### src/rtl/mws_pkg.sv
package mws_pkg;
    localparam int MWS_ADDR_W = 21;
    localparam int MWS_DATA_W = 16;
    localparam int MWS_LANE_W = 8;

    typedef enum logic [1:0] {
        ST_IDLE  = 2'd0,
        ST_SETUP = 2'd1,
        ST_REQ   = 2'd2,
        ST_DONE  = 2'd3
    } mws_state_e;

    typedef struct packed {
        logic write;
        logic mem;
    } mws_kind_t;

    typedef struct packed {
        logic load_hdr;
        logic load_wdata;
        logic capture;
        logic clear;
    } mws_ctl_t;
endpackage

### src/rtl/mws_ctrl.sv
module mws_ctrl
    import mws_pkg::*;
(
    input  logic     clk,
    input  logic     rst,
    input  logic     start,
    input  logic     released,
    input  logic     ack,
    output mws_ctl_t ctl,
    output logic     wait_n,
    output logic     wait_oe,
    output logic     req_valid
);
    mws_state_e state;

    always_comb begin
        ctl.load_hdr   = (state == ST_IDLE) && start;
        ctl.load_wdata = (state == ST_SETUP) && !released;
        ctl.capture    = (state == ST_REQ) && !released && ack;
        ctl.clear      = (state != ST_IDLE) && released;
    end

    always_ff @(posedge clk) begin
        if (rst) begin
            state     <= ST_IDLE;
            wait_n    <= 1'b1;
            wait_oe   <= 1'b0;
            req_valid <= 1'b0;
        end else begin
            unique case (state)
                ST_IDLE: if (start) begin
                    state   <= ST_SETUP;
                    wait_oe <= 1'b1;
                    wait_n  <= 1'b0;
                end
                ST_SETUP: if (released) begin
                    state   <= ST_IDLE;
                    wait_oe <= 1'b0;
                    wait_n  <= 1'b1;
                end else begin
                    state     <= ST_REQ;
                    req_valid <= 1'b1;
                end
                ST_REQ: if (released) begin
                    state     <= ST_IDLE;
                    req_valid <= 1'b0;
                    wait_oe   <= 1'b0;
                    wait_n    <= 1'b1;
                end else if (ack) begin
                    state     <= ST_DONE;
                    req_valid <= 1'b0;
                    wait_n    <= 1'b1;
                end
                ST_DONE: if (released) begin
                    state   <= ST_IDLE;
                    wait_oe <= 1'b0;
                end
                default: state <= ST_IDLE;
            endcase
        end
    end
endmodule

### src/rtl/mws_lane.sv
module mws_lane #(
    parameter int LW = 8
) (
    input  logic          clk,
    input  logic          rst,
    input  logic          set_oe,
    input  logic          lane_en,
    input  logic          clr,
    input  logic          cap,
    input  logic [LW-1:0] rdata,
    output logic [LW-1:0] dout,
    output logic          oe
);
    always_ff @(posedge clk) begin
        if (rst || clr)   oe <= 1'b0;
        else if (set_oe)  oe <= lane_en;
    end

    always_ff @(posedge clk) begin
        if (rst)          dout <= '0;
        else if (set_oe)  dout <= '0;
        else if (cap)     dout <= rdata;
    end
endmodule

### src/rtl/mpu_wait_slave.sv
module mpu_wait_slave
    import mws_pkg::*;
#(
    parameter int ADDR_W = MWS_ADDR_W,
    parameter int DATA_W = MWS_DATA_W,
    parameter int LANE_W = MWS_LANE_W,
    localparam int LANES = DATA_W / LANE_W
) (
    input  logic              clk,
    input  logic              rst,
    input  logic [ADDR_W-1:0] bus_addr,
    input  logic              bus_mem,
    input  logic              bus_cs_n,
    input  logic [LANES-1:0]  bus_rd_n,
    input  logic [LANES-1:0]  bus_wr_n,
    input  logic [DATA_W-1:0] bus_din,
    output logic [DATA_W-1:0] bus_dout,
    output logic [LANES-1:0]  bus_dout_oe,
    output logic              bus_wait_n,
    output logic              bus_wait_oe,
    output logic              req_valid,
    output logic [ADDR_W-1:0] req_addr,
    output logic              req_mem,
    output logic              req_write,
    output logic [LANES-1:0]  req_be,
    output logic [DATA_W-1:0] req_wdata,
    input  logic              req_ack,
    input  logic [DATA_W-1:0] req_rdata
);
    mws_ctl_t  ctl;
    mws_kind_t kind;
    logic      is_write;
    logic      released;
    logic      start;
    logic [LANES-1:0] lane_sel;

    always_comb begin
        is_write = !(&bus_wr_n);
        released = (&bus_rd_n) && (&bus_wr_n);
        start    = !bus_cs_n && !released;
        lane_sel = is_write ? ~bus_wr_n : ~bus_rd_n;
    end

    mws_ctrl u_ctrl (
        .clk       (clk),
        .rst       (rst),
        .start     (start),
        .released  (released),
        .ack       (req_ack),
        .ctl       (ctl),
        .wait_n    (bus_wait_n),
        .wait_oe   (bus_wait_oe),
        .req_valid (req_valid)
    );

    always_ff @(posedge clk) begin
        if (rst) begin
            req_addr  <= '0;
            kind      <= '0;
            req_be    <= '0;
            req_wdata <= '0;
        end else begin
            if (ctl.load_hdr) begin
                req_addr   <= bus_addr;
                kind.write <= is_write;
                kind.mem   <= bus_mem;
                req_be     <= lane_sel;
            end
            if (ctl.load_wdata && kind.write)
                req_wdata <= bus_din;
        end
    end

    assign req_write = kind.write;
    assign req_mem   = kind.mem;

    for (genvar g = 0; g < LANES; g++) begin : g_lane
        mws_lane #(.LW(LANE_W)) u_lane (
            .clk     (clk),
            .rst     (rst),
            .set_oe  (ctl.load_hdr),
            .lane_en (!is_write && lane_sel[g]),
            .clr     (ctl.clear),
            .cap     (ctl.capture),
            .rdata   (req_rdata[g*LANE_W +: LANE_W]),
            .dout    (bus_dout[g*LANE_W +: LANE_W]),
            .oe      (bus_dout_oe[g])
        );
    end
endmodule

### config.mk
export PLATFORM = sky130hd
export DESIGN_NAME = mpu_wait_slave
export DESIGN_NICKNAME = d
export VERILOG_FILES = /design/src/rtl/mws_pkg.sv /design/src/rtl/mws_ctrl.sv /design/src/rtl/mws_lane.sv /design/src/rtl/mpu_wait_slave.sv
export SDC_FILE = /design/constraint.sdc
export NUM_CORES = 1
export LEC_CHECK = 0
export CORE_UTILIZATION = 46
export CTS_CLUSTER_DIAMETER = 100
export DETAILED_ROUTE_END_ITERATION = 6
export DONT_BUFFER_PORTS = 1
export RECOVER_POWER = 50
export SLEW_MARGIN = 30
export SYNTH_ARGS = -nofsm -noshare
export SYNTH_HDL_FRONTEND = slang
export SYNTH_SLANG_ARGS = --single-unit
export TNS_END_PERCENT = 100
### constraint.sdc
create_clock -name clk -period 2.2 [get_ports clk]
set_clock_uncertainty 0.2 [all_clocks]
set_input_delay 0.44 -clock clk [delete_from_list [all_inputs] [get_ports clk]]
set_output_delay 0.44 -clock clk [all_outputs]
set_load 0.1 [all_outputs]
# After elaboration in Yosys (flattened, before gate mapping)
# Index checks and enable logic that the tools add are counted.
# Widths: inputs -> output; s select.
[totals]
regBits = 64
latch_bits = 0
ram_bits = 0
rom_bits = 0
inputBits = 62
out_inout_bits = 62
elab_cells = 69
memories = 0
[op_classes]
add_sub_neg = 0
mul = 0
div_mod_pow = 0
order_cmp = 0
n_eq_ne = 9
shift = 0
n_mux = 19
bitwise_logic = 2
n_reduce_logical = 26
[op_table]
columns = ["cell", "count"]
rows = [
  ["$mux 2", 6],
  ["$logic_and 1x1->1", 10],
  ["$mux 1", 9],
  ["$ne 2x1->1 const B", 4],
  ["$pmux 2 s4", 1],
  ["$reduce_and 2->1", 3],
  ["$reduce_and 3->1", 2],
  ["$eq 2x2->1 const B", 2],
  ["$not 2->2", 2],
  ["$pmux 1 s2", 2],
  ["$reduce_and 4->1", 1],
  ["$reduce_bool 2->1", 2],
  ["$logic_not 1->1", 3],
  ["$ne 3x2->1 const B", 1],
  ["$pmux 1 s3", 1],
  ["$reduce_bool 3->1", 1],
  ["$reduce_or 3->1", 1],
  ["$eq 2x1->1 const B", 1],
  ["$logic_not 2->1", 1],
  ["$ne 2x2->1 const B", 1],
  ["$reduce_or 2->1", 1],
  ["$logic_or 1x1->1", 1],
]

# Depth between registers and ports, before layout
# Gate-level depths: netlist (run 1).
[depth]
word_depth = 6
depth_mapped = 8
mapped_depth_nobuf = 6

# Hierarchy
# A second synthesis (run 1) with hierarchy kept.
[hier_totals]
cells_unflattened = 260
hier_area_um2 = 2703.8
[modules_own_cells]
columns = ["mod", "n_inst", "cells_each", "area_each_um2", "seq_area_each_um2"]
rows = [
  ["mpu_wait_slave", 1, 161, 1720.4, 820.8],
  ["mws_lane", 2, 30, 327.8, 180.2],
  ["mws_ctrl", 1, 39, 327.8, 100.1],
]

# Worst setup path before layout (run 1)
# OpenSTA, ideal clock, no wires.
[synth_path]
path_kind = "flip-flop to flip-flop"
startpoint = "reg kind (netlist bit req_write)"
endpoint = "reg req_wdata[10]"
setup_ps = 70
t_arrival_ps = 1731
required_ps = 1930
path_slack_ps = 198
path_stages_with_launch = 6
n_path_buf = 2
synth_period_minus_slack_ps = 2002
cell_sequence = "dfxtp_1 and3_1 clkbuf_2 buf_2 nand2_1 a21oi_1"
[synth_between]
elab_chain_cells = 1
[synth_rtl]
columns = ["element", "line_no", "source"]
rows = [
  ["start, declared", "mpu_wait_slave.sv:31", "mws_kind_t kind;"],
  ["$logic_and 1x1->1", "mpu_wait_slave.sv:69", "if (ctl.load_wdata && kind.write)"],
  ["end signal, assigned", "mpu_wait_slave.sv:70", "req_wdata <= bus_din;"],
  ["end, declared", "mpu_wait_slave.sv:26", "output logic [DATA_W-1:0] req_wdata,"],
]
# No other way between the ends.
# A chain may end at the register's enable or synchronous reset.

# Worst setup path after layout (run 1)
[layout_path]
startpoint = "reg u_ctrl.state[0]"
endpoint = "reg req_addr[8]"
[layout_between]
elab_chain_cells = 2
[layout_rtl]
columns = ["element", "line_no", "source"]
rows = [
  ["start, declared", "mws_ctrl.sv:14", "mws_state_e state;"],
  ["start signal, assigned", "mws_ctrl.sv:25", "state <= ST_IDLE;"],
  ["start signal, assigned", "mws_ctrl.sv:32", "state <= ST_SETUP;"],
  ["start signal, assigned", "mws_ctrl.sv:37", "state <= ST_IDLE;"],
  ["$logic_not 2->1", "mws_ctrl.sv:17", "ctl.load_hdr = (state == ST_IDLE) && start;"],
  ["$logic_and 1x1->1", "mws_ctrl.sv:17", ""],
  ["end signal, assigned", "mpu_wait_slave.sv:64", "req_addr <= bus_addr;"],
  ["end, declared", "mpu_wait_slave.sv:22", "output logic [ADDR_W-1:0] req_addr,"],
]
# No other way between the ends.

==> results of run 1 <==
## synth_stat cells, drive strengths merged, types with 3 or more instances
library cell	count	area share (%)
buf	13	4.2
nand2	114	17
nor3	3	0.79
ha	5	2.5
inv	3	0.44
o21ai	7	1.4
dfxtp	64	51
nor2	9	1.6
clkbuf	7	1.1
a21oi	58	13
## cell type report
class | count | area [um^2] | area share [%]
clock buffer | 12 | 155 | 5.11
clock inverter | 3 | 17.5 | 0.577
tap | 70 | 87.6 | 2.88
inverter | 3 | 11.3 | 0.371
multi-input combinational | 217 | 1100 | 36.4
timing repair buffer | 67 | 380 | 12.5
sequential | 64 | 1280 | 42.2
## cells by family (layout without fill, tap and decap cells)
group / Yosys count / in the layout / share of synthesized area, %
multiplexers: 2 / 2 / 0.791
adder cells (fa/ha/maj): 5 / 5 / 2.47
buffers and inverters: 23 / 85 / 5.78
AO/OA/AOI/OAI: 70 / 70 / 16.3
AND/OR/NAND/NOR: 140 / 140 / 24.1
flip-flops: 64 / 64 / 50.6
## stage by stage
stage | util [%] | hold WS (ps) | setup WS [ps] | area, um^2
after floorplan | - | 258 | 198 | 2530
after global placement | 57.2 | 236 | 335 | 2980
after detailed placement | 57.2 | 241 | 246 | 2980
after CTS | 61.3 | 19.3 | 209 | 3190
after global routing | 58.4 | 21.6 | 59.8 | 3040
final | 58.4 | 39.7 | 214 | 3040
## metal layers
metal / vias to the layer above / GRT usage [%] / part of all wire, %
met2: 74 / 34.7 / 47
met1: 952 / 23.8 / 44
met5: - / 0 / 0
li1: 1118 / - / -
met4: 0 / 9.42 / 1.3
met3: 7 / 7.43 / 7.8
## worst max-delay path: stages, from the launching register on
cell and delay, ps:
dfxtp_1 360, inv_1 110, ha_1 260, nand2b_1 200, nand2b_2 220, buf_4 290, nand2_1 90, a21oi_1 170
## power by group
group	switching [mW]	total [mW]	internal, mW
registers	0.0282	1.26	1.23
clock network	0.425	0.886	0.461
logic	0.728	0.878	0.150
## worst paths after layout
kind              slack (ps)       endpoint            start  depth (start not counted)
hold reg to reg          250  req_wdata[10]    req_wdata[10]                          2
hold / removal            40   req_addr[15]     bus_addr[15]                          2
setup / recovery         210    req_addr[8]  u_ctrl.state[0]                          7
setup reg to reg         210    req_addr[8]  u_ctrl.state[0]                          7
## sequential cells by signal (all words and copies together), names as in the netlist
register	flops
u_ctrl.wait_oe	1
req_wdata	16
req_addr	21
req_mem	1
u_ctrl.wait_n	1
req_write	1
req_be	2
g_lane.u_lane.dout	16
u_ctrl.req_valid	1
g_lane.u_lane.oe	2
u_ctrl.state	2
## what timing repair did
item / 4_1_cts / 5_1_grt
endpoints found under the hold margin: 44 / 0
buffers inserted: 0 / 0
hold buffers: 3 / 0
gates resized for setup: 0 / 0
==> results_dict.tcl, run 1 <==
set metrics [dict create \
    syn-cell-area_um2 2530 \
    grt_max_degree 45 \
    post_drt_via_cell_ratio 4.93 \
    vias 2151 \
    firstDrtPassIters 4 \
    cap_violations 0 \
    timing_worst_slew_pin_value_ps 594 \
    ir_drop_mv 0.508 \
    final_antenna_net_count 0 \
    async_reset_ff_share_pct 0 \
    drt-total-wl_mm 5.94 \
    layout.cells.non_filler 436 \
    report.final.slew_viol_count 0 \
    h-tree-depth 3 \
    power_mw 3.02 \
    yosysSeqAreaShare_pct 50.6 \
    cts_sinks 64 \
    synth_edf_count 0 \
    dieArea_um2 5810 \
    syn_avg_cell_area_um2 8.33 \
    clockBufferDepth 2 \
    rows 26 \
    hp-class "input port to register" \
    coreArea_um2 5200 \
    critical_path_arrival_ps 2040 \
    drc 0 \
    mostFrequentLayoutCells "nand2_1 (113), dfxtp_1 (64), clkbuf_2 (61)" \
    tns_ps 0 \
    grt_setup_unrepaired "false" \
    fmax_mhz 504 \
    p_leak_nw 1.23 \
    cts_tree "done" \
    gp_congestion 0.786 \
    synth_cells 304 \
    setup_violations 0 \
    post_drt_wl_per_cell_um 13.6 \
    final_common_cell "nand2_1" \
    numCtsBuffers 9 \
    fillers 523 \
    status "finished, final reports clean" \
    initial_core_util_pct 48.7 \
    clk_latency_ps 330 \
    path_clk_slew_ps 70 \
    grt.total_usage_pct 20.8 \
    die_h_um 76.2 \
    diodes 0 \
    gr-total-overflow 0 \
    min_period_ps 1990 \
    slew_headroom_pct 60.4 \
    drive_gt1_share_pct 26.8 \
    syn_nets 371 \
    critPathMaxFanout 23 \
    dp.cells 418 \
    timing_worst_setup_path_type "register to register" \
    ys.flop_type "dfxtp_1" \
    io_buffers 0 \
    p_per_area_nw_per_um2 996 \
    synth-seq-cells 64 \
    grt_pass1_vias 2015 \
    fin_crit_sh_pct 90.3 \
    io_pins 124 \
    dp_hpwl_mm 4.00 \
    grt_pass1_wl_mm 9.43 \
    synth_cell_types 33 \
    final_nets 429 \
    start_kind "register" \
    clock_tree.root_cell "clkbuf_8" \
    drt_iter0_markers 63 \
    die_w_um 76.2 \
    required_ps 2250 \
    hold_viol_final 0 \
    syn2layout_area_growth_pct 20.0 \
    yosysWarnings 0 \
    crit_path_end_kind "register" \
    grt_antenna_before_repair 0 \
]
Note: power is estimated with default switching activity, not from simulation.
==> inputs of run 2 (changes only) <==
- ABC_AREA: not set -> 1
==> run 2 against run 1 <==
Net effect: count of clock-buffer cells in the layout shrank 1; wire length decreased by 2.6%; first-iteration DRC count grew 76%; clock power is 19% higher; register-to-register slack better by 280 ps; largest power group is now combinational cells.
==> results_dict.tcl, run 2 <==
set metrics [dict create \
    status "finished, final reports clean" \
    timing_worst_slew_pin_value_ps 575 \
    grt.total_usage_pct 20.5 \
    final_common_cell "nand2_1" \
    die_h_um 76.3 \
    hp-class "input port to register" \
    drt-total-wl_mm 5.79 \
    power.switching_mw 2.25 \
    cap_violations 0 \
    finalCoreUtilization_pct 58.8 \
    grt_antenna_before_repair 0 \
    report.final.slew_viol_count 0 \
    crit_path_end_kind "primary output" \
    design_area_um2 3060 \
    synth-seq-cells 64 \
    grt_max_degree 42 \
    initial_core_util_pct 48.8 \
    coreArea_um2 5200 \
    clockBufferDepth 2 \
    vias 2270 \
    dp_hpwl_mm 3.99 \
    cp_num_buf_inv 1 \
    p_leak_nw 1.31 \
    synth_cells 321 \
    critPathMaxFanout 18 \
    io_pins 124 \
    gp_congestion 0.859 \
    post_cts_buffers 0 \
    clk_latency_ps 320 \
    dieArea_um2 5820 \
    comb_power_share_pct 46.0 \
    holdWs_ps 42.4 \
    grt_pass1_wl_mm 9.47 \
    yosys.area.top_type_share_pct 50.4 \
    yosysWarnings 0 \
    synth_edf_count 0 \
    ys_top_cells_by_area "dfxtp_1 (50%), nand2_1 (16%), a21oi_1 (12%)" \
    synth_most_common_cell "nand2_1" \
    h-tree-depth 3 \
    gr-total-overflow 0 \
    post_drt_wl_per_cell_um 12.8 \
    drc 0 \
    pre_cts_ws_ps 545 \
    post_drt_via_cell_ratio 5.01 \
    fmax_mhz 561 \
    path_delay_family "flip-flops" \
    drt_iter0_markers 111 \
    internal-power_mw 2.33 \
    required_ps 1560 \
    synth_top_area_cell "dfxtp_1" \
    timing_worst_setup_path_type "register to primary output" \
    power_mw 4.58 \
    clockPowerShare_pct 22.9 \
    final_nets 446 \
    top_regs "req_addr x21, g_lane.u_lane.dout x16, req_wdata x16" \
    cp_slowest_cell "dfxtp_2" \
    cts_hold_buf 1 \
    ys.flop_type "dfxtp_1" \
    yosys-top-cells-count "nand2_1 (111), dfxtp_1 (64), a21oi_1 (61), nand3_1 (21), inv_1 (11)" \
    final_antenna_net_count 0 \
    cts_resized 0 \
    firstDrtPassIters 4 \
    drive_gt1_share_pct 24.0 \
    syn_nets 388 \
    hold_viol_final 0 \
    syn-cell-area_um2 2540 \
    largest_register "req_addr" \
    p_per_area_nw_per_um2 1500 \
    switching_share_pct 49.1 \
    tns_ps 0 \
    fin_ws_ps 418 \
    dp.cells 437 \
    layout.cells.non_filler 453 \
    cts_sinks 64 \
    start_kind "register" \
    path_clk_slew_ps 70 \
    diodes 0 \
    worstPathCellList "buf_12" \
    fin_crit_sh_pct 81.0 \
    async_reset_ff_share_pct 0 \
    synth_cell_types 20 \
    placed_area_um2 3000 \
    io_buffers 0 \
    syn2layout_area_growth_pct 20.5 \
    die_w_um 76.3 \
    min_period_ps 1780 \
    slowest_delay_ps 580 \
    yosysSeqAreaShare_pct 50.4 \
    clock_tree.root_cell "clkbuf_8" \
    p_seq_share_pct 31.1 \
    grt_pass1_vias 2037 \
    grt_setup_unrepaired "false" \
    cts_tree "done" \
    largest_reg_flops 21 \
    critical_path_arrival_ps 1140 \
    slew_headroom_pct 61.6 \
    syn_avg_cell_area_um2 7.91 \
    setup_violations 0 \
    ir_drop_mv 0.733 \
    numCtsBuffers 9 \
    mostFrequentLayoutCells "nand2_1 (111), dfxtp_1 (63), a21oi_1 (61), clkbuf_2 (61), nand3_1 (21)" \
    rows 26 \
]
==> run 2: path summary, 6_finish.rpt <==
kind,slack [ps],to,depth (start not counted),from
worst max-delay path,420,req_write,1,req_write
worst min-delay path,40,req_addr[9],2,bus_addr[9]
worst max register to register,490,req_wdata[5],7,u_ctrl.state[1]
worst min register to register,260,g_lane[0].u_lane.dout[3],2,g_lane[0].u_lane.dout[3]
==> run 2: area by class of cell <==
class | instances | area, um^2
sequential | 64 | 1280
multi-input combinational | 224 | 1070
clock buffer | 11 | 131
clock inverter | 4 | 70.1
timing repair buffer | 65 | 360
inverter | 15 | 61.3
tap | 70 | 87.6
fill | 500 | 2140
==> run 2: power by group through the flow <==
| stage | Sequential (mW) | Clock [mW] | Combinational, mW |
|---|---|---|---|
| after global placement | 1.44 | 0 | 2.18 |
| after CTS | 1.42 | 1.06 | 2.21 |
| after detailed placement | 1.45 | 0 | 2.19 |
| final | 1.42 | 1.05 | 2.11 |
| after global routing | 1.44 | 1.13 | 2.23 |
| after floorplan | 2.54 | 0 | 0.741 |
==> run 2: per-layer routing <==
layer	vias up	track usage, %	routed length [um]
met5	-	0	0
met4	0	9.42	109
met3	11	7.19	565
met2	105	32.0	2570
met1	998	25.3	2550
li1	1156	-	-
==> run 2: kinds of logic after synthesis <==
family	after synthesis	synth area share [%]
flip-flops	64	50.4
AND/OR/NAND/NOR	152	26.7
AO/OA/AOI/OAI	67	13.2
buffers and inverters	33	7.24
adder cells (fa/ha/maj)	5	2.46
==> run 2: worst register-to-register path: stages (launching register included) <==
cell and delay [ps]:
dfxtp_1 340, inv_1 130, ha_1 220, inv_1 50, nor2_1 200, buf_4 260
nand3_1 90, a21oi_1 170
==> inputs of run 3 (changes only) <==
- clock period: 2.2 -> 1.6 ns (I/O delays scaled with it)
==> run 3 against run 2 <==
Net effect: clock power up 17%; critical endpoint unchanged; setup slack worse by 390 ps; critical path type unchanged; final cell count up 5.1%; total power up 43%; via count up 5.8%; the flow now finishes with violations (negative hold slack); flip-flop and latch count unchanged.
==> results_dict.tcl, run 3 (synthesis gave the netlist of run 2 again) <==
set metrics [dict create \
    rows 26 \
    fmax_mhz 638 \
    design_area_um2 3550 \
    grt.total_usage_pct 22.3 \
    p_seq_share_pct 30.3 \
    initial_core_util_pct 48.8 \
    clock_tree.root_cell "clkbuf_8" \
    grt_max_degree 43 \
    min_period_ps 1570 \
    gp_congestion 0.810 \
    clockPowerShare_pct 18.8 \
    post_drt_wl_per_cell_um 13.6 \
    dp_hpwl_mm 4.24 \
    tns_ps 0 \
    post_drt_via_cell_ratio 5.05 \
    final_common_cell "nand2_1" \
    grt_pass1_wl_mm 10.3 \
    timing_worst_slew_pin_value_ps 390 \
    drive_gt1_share_pct 27.3 \
    status "finished with violations" \
    largest_reg_flops 21 \
    path_delay_family "flip-flops" \
    fillers 445 \
    drt-total-wl_mm 6.48 \
    diodes 0 \
    switching_share_pct 48.8 \
    numCtsBuffers 9 \
    timing.rr.start "u_ctrl.state[1]" \
    die_w_um 76.3 \
    internal-power_mw 3.35 \
    critPathMaxFanout 16 \
    worstPathCellList "buf_12" \
    final_nets 471 \
    slew_headroom_pct 73.7 \
    gr-total-overflow 0 \
    setup_violations 0 \
    cts_sinks 64 \
    clk_latency_ps 320 \
    io_pins 124 \
    finalCoreUtilization_pct 68.1 \
    drt_iter0_markers 85 \
    critical_path_arrival_ps 1050 \
    top_regs "req_addr x21, g_lane.u_lane.dout x16, req_wdata x16" \
    grt_setup_unrepaired "true" \
    largest_register "req_addr" \
    vias 2402 \
    ir_drop_mv 1.08 \
    critical_path.startpoint "req_write" \
    hp-start "rst" \
    slowest_delay_ps 500 \
    holdWs_ps -145 \
    comb_power_share_pct 51.0 \
    dieArea_um2 5820 \
    syn2layout_area_growth_pct 39.7 \
    placed_area_um2 3040 \
    cts_tree "done" \
    path_clk_slew_ps 70 \
    start_kind "register" \
    fin_crit_sh_pct 98.0 \
    grt_pass1_vias 2205 \
    hp-class "input port to register" \
    cp_num_buf_inv 1 \
    report.final.slew_viol_count 0 \
    drc 0 \
    p_per_area_nw_per_um2 1850 \
    clockBufferDepth 2 \
    mostFrequentLayoutCells "nand2_1 (111), dfxtp_1 (61), a21oi_1 (56)" \
    grt_antenna_before_repair 0 \
    coreArea_um2 5200 \
    final_antenna_net_count 0 \
    die_h_um 76.3 \
    cp_slowest_cell "dfxtp_4" \
    timing_worst_setup_path_type "register to primary output" \
    violations "negative hold slack" \
    power.switching_mw 3.20 \
    firstDrtPassIters 4 \
    hold_viol_final 41 \
    crit_path_end_kind "primary output" \
    reg2reg_slack_ps 40 \
    io_buffers 0 \
    cap_violations 0 \
    cts_hold_buf 18 \
    required_ps 1080 \
    p_leak_nw 1.45 \
    h-tree-depth 3 \
]
[run 3: cell count changes in the layout (fill, tap and decap cells not counted), moves of 3 or more]
cell | before | now
clkbuf_4 | 0 | 39
ha_1 | 5 | 2
buf_6 | 0 | 3
dlygate4sd3_1 | 0 | 18
buf_4 | 2 | 24
a21oi_1 | 61 | 56
clkbuf_2 | 61 | 0
a21oi_2 | 0 | 5
[run 3: path summary, 6_finish.rpt]
check,end,depth (start not counted)
hold reg to reg,req_wdata[15],2
setup / recovery,req_write,1
hold / removal,req_addr[0],1
setup reg to reg,req_wdata[14],7
[run 3: layout make-up]
class / count / area, um^2 / share of cell area (%)
Multi-Input combinational cell: 225 / 1150 / 32.6
Timing Repair inverter: 1 / 8.76 / 0.247
Timing Repair Buffer: 88 / 767 / 21.6
Tap cell: 70 / 87.6 / 2.47
Clock buffer: 13 / 170 / 4.80
Sequential cell: 64 / 1290 / 36.3
Inverter: 15 / 71.3 / 2.01
[run 3: through the flow]
| stage | instances | worst slack, ps | power, mW |
|---|---|---|---|
| 3_5_place_dp | 440 | -29.0 | 5.06 |
| 3_3_place_gp | 440 | 36.9 | 5.03 |
| 2_1_floorplan | 321 | 30.1 | 4.52 |
| 5_1_grt | 476 | -9.29 | 6.89 |
| 6_report | 476 | 31.8 | 6.55 |
| 4_1_cts | 471 | -12.2 | 6.34 |
[run 3: power groups by stage]
stage               Combinational (mW)  Sequential [mW]  Clock, mW
floorplan                         1.02             3.50          0
global placement                  3.05             1.98          0
detailed placement                3.07             1.99          0
CTS                               3.12             1.96       1.26
global route                      3.54             2.01       1.35
finish                            3.34             1.98       1.23
[run 3: timing repair]
action	in CTS	in global routing
resized for setup	3	23
pin swaps	1	11
cloned	0	3
setup buffers	0	2
hold endpoints to repair	59	41
endpoints found under the setup margin	29	62
[run 3: routing by layer]
metal,up-vias,track usage [%],wire length (um)
met2,101,37.5,3160
met4,0,9.42,93
met5,-,0,0
met3,8,7.07,435
met1,1084,26.2,2790
li1,1209,-,-
